`src/rtl/burst_window_guard.sv`:
```
module burst_window_guard #(
  parameter int NUM_WIN = 10,
  parameter int LITE_AW = 8,
  parameter int LEN_W   = 8,
  parameter int SIZE_W  = 3
) (
  input  logic               aclk,
  input  logic               aresetn,
  input  logic [LITE_AW-1:0] s_awaddr,
  input  logic               s_awvalid,
  output logic               s_awready,
  input  logic [31:0]        s_wdata,
  input  logic [3:0]         s_wstrb,
  input  logic               s_wvalid,
  output logic               s_wready,
  output logic [1:0]         s_bresp,
  output logic               s_bvalid,
  input  logic               s_bready,
  input  logic [LITE_AW-1:0] s_araddr,
  input  logic               s_arvalid,
  output logic               s_arready,
  output logic [31:0]        s_rdata,
  output logic [1:0]         s_rresp,
  output logic               s_rvalid,
  input  logic               s_rready,
  input  logic [31:0]        rd_addr,
  input  logic [LEN_W-1:0]   rd_len,
  input  logic [SIZE_W-1:0]  rd_size,
  output logic               rd_ok,
  input  logic [31:0]        wr_addr,
  input  logic [LEN_W-1:0]   wr_len,
  input  logic [SIZE_W-1:0]  wr_size,
  output logic               wr_ok
);
  localparam int NREG  = NUM_WIN + 1;
  localparam int IDX_W = LITE_AW - 2;
  localparam int CNT_W = LEN_W + 1 + (2**SIZE_W - 1);

  logic [31:0] regs [NREG];
  logic [IDX_W-1:0] widx, ridx;
  logic wr_fire, rd_fire;
  logic [31:0] rd_word;

  wire unused_lo = &{1'b0, s_awaddr[1:0], s_araddr[1:0]};

  assign widx = s_awaddr[LITE_AW-1:2];
  assign ridx = s_araddr[LITE_AW-1:2];

  assign wr_fire   = s_awvalid & s_wvalid & ~s_bvalid;
  assign s_awready = wr_fire;
  assign s_wready  = wr_fire;
  assign s_arready = ~s_rvalid;
  assign rd_fire   = s_arvalid & ~s_rvalid;
  assign s_bresp   = 2'b00;
  assign s_rresp   = 2'b00;

  always_comb begin
    rd_word = '0;
    for (int i = 0; i < NREG; i++)
      if (32'(ridx) == i) rd_word = regs[i];
  end

  always_ff @(posedge aclk) begin
    if (!aresetn) begin
      for (int i = 0; i < NREG; i++) regs[i] <= '0;
      s_bvalid <= 1'b0;
      s_rvalid <= 1'b0;
      s_rdata  <= '0;
    end else begin
      if (wr_fire) begin
        for (int i = 0; i < NREG; i++)
          if (32'(widx) == i)
            for (int b = 0; b < 4; b++)
              if (s_wstrb[b]) regs[i][8*b +: 8] <= s_wdata[8*b +: 8];
        s_bvalid <= 1'b1;
      end else if (s_bready) begin
        s_bvalid <= 1'b0;
      end
      if (rd_fire) begin
        s_rdata  <= rd_word;
        s_rvalid <= 1'b1;
      end else if (s_rready) begin
        s_rvalid <= 1'b0;
      end
    end
  end

  logic [CNT_W-1:0] rd_cnt, wr_cnt;
  logic [32:0] rd_last, wr_last;

  assign rd_cnt  = (CNT_W'(rd_len) + CNT_W'(1)) << rd_size;
  assign wr_cnt  = (CNT_W'(wr_len) + CNT_W'(1)) << wr_size;
  assign rd_last = {1'b0, rd_addr} + 33'(rd_cnt) - 33'd1;
  assign wr_last = {1'b0, wr_addr} + 33'(wr_cnt) - 33'd1;

  logic [NUM_WIN-1:0] rd_hit, wr_hit;

  for (genvar g = 0; g < NUM_WIN; g++) begin : g_win
    logic [5:0]  expo;
    logic [31:0] mask, base, top;
    assign expo = 6'(regs[g+1][8:4]) + 6'd2;
    assign mask = (expo >= 6'd32) ? 32'hFFFF_FFFF : ((32'd1 << expo) - 32'd1);
    assign base = {regs[g+1][31:12], 12'h000} & ~mask;
    assign top  = base | mask;
    assign rd_hit[g] = regs[g+1][0] && (rd_addr >= base) && (rd_last <= {1'b0, top});
    assign wr_hit[g] = regs[g+1][0] && regs[g+1][1] &&
                       (wr_addr >= base) && (wr_last <= {1'b0, top});
  end

  assign rd_ok = ~regs[0][0] & |rd_hit;
  assign wr_ok = ~regs[0][1] & |wr_hit;


  b_hold_chk: assert property (@(posedge aclk) disable iff (!aresetn)
    s_bvalid && !s_bready |=> s_bvalid);

  r_hold_chk: assert property (@(posedge aclk) disable iff (!aresetn)
    s_rvalid && !s_rready |=> s_rvalid && $stable(s_rdata));

  b_follow_chk: assert property (@(posedge aclk) disable iff (!aresetn)
    s_awvalid && s_awready |=> s_bvalid && s_bresp == 2'b00);

  wr_implies_rd_chk: assert property (@(posedge aclk) disable iff (!aresetn)
    wr_ok && rd_addr == wr_addr && rd_len == wr_len && rd_size == wr_size
    |-> rd_ok || regs[0][0]);

  rd_nowrap_chk: assert property (@(posedge aclk) disable iff (!aresetn)
    rd_ok |-> (33'(rd_addr) + 33'(rd_cnt) <= 33'h1_0000_0000));

  wr_nowrap_chk: assert property (@(posedge aclk) disable iff (!aresetn)
    wr_ok |-> (33'(wr_addr) + 33'(wr_cnt) <= 33'h1_0000_0000));
endmodule

```
`config.mk`:
```
export PLATFORM = sky130hd
export DESIGN_NAME = burst_window_guard
export DESIGN_NICKNAME = d
export VERILOG_FILES = /design/src/rtl/burst_window_guard.sv
export SDC_FILE = /design/constraint.sdc
export NUM_CORES = 2
export LEC_CHECK = 0
export BUFFER_PORTS_ARGS = -buffer_cell sky130_fd_sc_hd__buf_4
export CAP_MARGIN = 15
export CELL_PAD_IN_SITES_DETAIL_PLACEMENT = 1
export CELL_PAD_IN_SITES_GLOBAL_PLACEMENT = 2
export CORE_MARGIN = 10
export CORE_UTILIZATION = 35
export CTS_CLUSTER_DIAMETER = 120
export DETAILED_ROUTE_END_ITERATION = 8
export PLACE_DENSITY_LB_ADDON = 0.1
export SLEW_MARGIN = 20
export SYNTH_ARGS = -nofsm -noshare
export SYNTH_HDL_FRONTEND = slang
export SYNTH_SLANG_ARGS = --single-unit
```
`constraint.sdc`:
```
create_clock -name aclk -period 19.65 [get_ports aclk]
set_clock_uncertainty 0.1 [all_clocks]
set_input_delay 1.965 -clock aclk [delete_from_list [all_inputs] [get_ports aclk]]
set_output_delay 1.965 -clock aclk [all_outputs]
set_load 0.01 [all_outputs]
```
==> results.toml <==
[outcome]
status = "completed"

[global_route]
antenna_found_initial = 29
grt_pass1_vias = 55842
overflow = 0
grt_pass1_wl_um = 436000
grt_max_degree = 65
grt.total_usage_pct = 36.2

[critical_path]
crit_path_frequent_cell = "ha_1"
critPathKind = "in -> out"
cp-end-kind = "output pin"
crit_arrival_ps = 11400
start_kind = "input pin"
critPathMaxStageDelay_ps = 860
slowest_stage = "a211oi_1"
worstPathMaxFanout = 9
critical_path_required_ps = 17580

[clock_tree]
cts_setup_buffers = 0
cts_resized = 0
cts-root-buf = "clkbuf_16"
clk_pin_slew_ps = 60
cts_buffer_depth = 3
holdBufCountCts = 0
clock_sinks = 386
h-tree-depth = 2
clkLatencyLatePin_ps = 630
cts_buffers = 44
tritoncts = "done"

[die]
initial_core_util_pct = 35.3
core_region_area_sq_um = 152000
die_area_sq_um = 169000
io_pins = 188
row_count = 143
die_x_um = 412
die_height_um = 412

[yosys]
ys_types = 105
ys.flop_type = "edfxtp_1"
syn_avg_cell_area_sq_um = 7.97
syn_inst = 6733
synth_warnings = 0
ys_ff_latch = 386
synth-async-reset-ratio_pct = 0
ys_seq_area_share_pct = 21.0
synth.cell_area_sq_um = 53700
synth_edf_count = 352

[final_layout]
fin_area_sq_um = 59700
area_delta_synth_final_pct = 11.3
final_core_util_pct = 39.3
drive_above_1_share_pct = 8.55
finalNetCount = 8158
final_cells = 8938

[timing]
fin_crit_ps = 13470
fin_crit_sh_pct = 68.5
tightest_slew_ps = 1220
finalSetupViolations = 0
fmax_mhz = 74.2
relSlewSlack_pct = 18.7
finalHoldViolCount = 0
rsz0062_at_grt = "false"
drv_slew = 0
final.setup.tns_ps = 0

[placed_design]
placed_cells = 8848
place.gp.congestion = 1.04
portBuffers = 179
place_area_sq_um = 58200
dp_hpwl_um = 245000

[detailed_routing]
vias = 57622
wl_um = 321000
drtPass1Iterations = 6
vias_per_cell = 6.45
ant_nets = 0
drc = 0
routedWlPerCell_um = 35.9
drt_iter0_drc = 6808

[power]
vdd_drop_max_mv = 0.0637
p_leak_uw = 0.0260
power.density_nw_per_um2 = 75.9
p_total_uw = 4530

[job]
maxCapViolations = 0

[worst_hold_path]
holdCritPathClass = "reg -> reg"
-- worst max-delay path, delay by kind of cell --
| kind | cells | cell delay [ps] |
|---|---|---|
| compound gates | 17 | 5230 |
| fa+ha+maj | 4 | 1260 |
| xor+xnor | 1 | 510 |
| simple gates | 7 | 1500 |
| buf+inv | 4 | 900 |
-- metrics by stage --
step	worst slack, ps	hold slack (ps)
2_1_floorplan	9210	418
5_1_grt	5820	432
3_3_place_gp	6250	391
6_report	6180	403
3_5_place_dp	6330	397
4_1_cts	6290	406
-- state kept, by name, indices dropped and copies added, names as in the netlist --
name and count:
regs 352, s_rdata 32, s_bvalid 1, s_rvalid 1
-- final timing paths --
path                            slack (ps)     endpoint         start  cells after the start
worst max register to register       15850  s_rdata[24]  regs[0][120]                     11
worst min-delay path                   400   s_rdata[5]    s_rdata[5]                      2
worst min register to register         400   s_rdata[5]    s_rdata[5]                      2
worst max-delay path                  6180        rd_ok     rd_len[0]                     33
-- synthesized netlist by cell type (all sizes together), types with 47 or more instances --
cell,count,area share (%)
a211oi,97,1.4
a21o,239,3.3
a21oi,600,5.6
a31oi,54,0.63
buf,51,0.49
clkbuf,213,1.5
edfxtp,352,20
ha,1147,27
inv,251,1.8
nand2,686,4.8
nand2b,85,0.99
nand3,173,1.6
nand4,193,2.2
nor2,938,6.6
nor2b,155,1.8
nor3,156,1.5
nor4,60,0.70
o211ai,53,0.74
o21a,82,1.1
o21ai,361,3.4
xnor2,86,1.5
xor2,47,0.80
-- where the power goes --
group,switching (uW),internal (uW),total (uW)
Sequential,44.0,923,967
Clock,380,517,898
Combinational,1820,846,2670
Total,2250,2290,4530
-- logic make-up (layout without fill, tap and decap cells) --
| kind of cell | after synthesis | in the layout | share of synthesized area, % |
|---|---|---|---|
| other cells | 1 | 14 | 0.00699 |
| fa+ha+maj | 1151 | 1151 | 26.9 |
| mux | 86 | 86 | 1.87 |
| xor+xnor | 134 | 134 | 2.29 |
| flops | 386 | 386 | 21.0 |
| compound gates | 1835 | 1835 | 21.7 |
| buf+inv | 516 | 678 | 3.74 |
| simple gates | 2624 | 2624 | 22.6 |
-- layout by cell type, fill, tap and decap left out, drive strengths merged, types with 54 or more instances in the layout --
cell	n
inv	255
a211oi	97
edfxtp	352
a21oi	600
a31oi	54
o21a	82
nand2	686
nor2b	155
o21ai	361
nand4	193
buf	346
nand3	173
xnor2	86
nor3	156
nor4	60
nand2b	85
ha	1147
nor2	938
a21o	239
-- final cells by class --
class	instances	area, sq um
antenna	10	25.0
clock buffer	53	1170
clock inverter	27	337
fill	18266	92300
inverter	252	946
multi-input combinational	5834	40900
sequential	386	11300
tap	2030	2540
timing repair buffer	346	2600
-- per-layer routing --
metal / up-vias / global-route usage [%] / wire, um
li1: 25299 / - / -
met1: 28671 / 46.4 / 131000
met2: 2887 / 53.1 / 131000
met3: 755 / 11.0 / 35100
met4: 10 / 22.0 / 23700
met5: - / 0 / 62
Note: power is estimated with default switching activity, not from simulation.
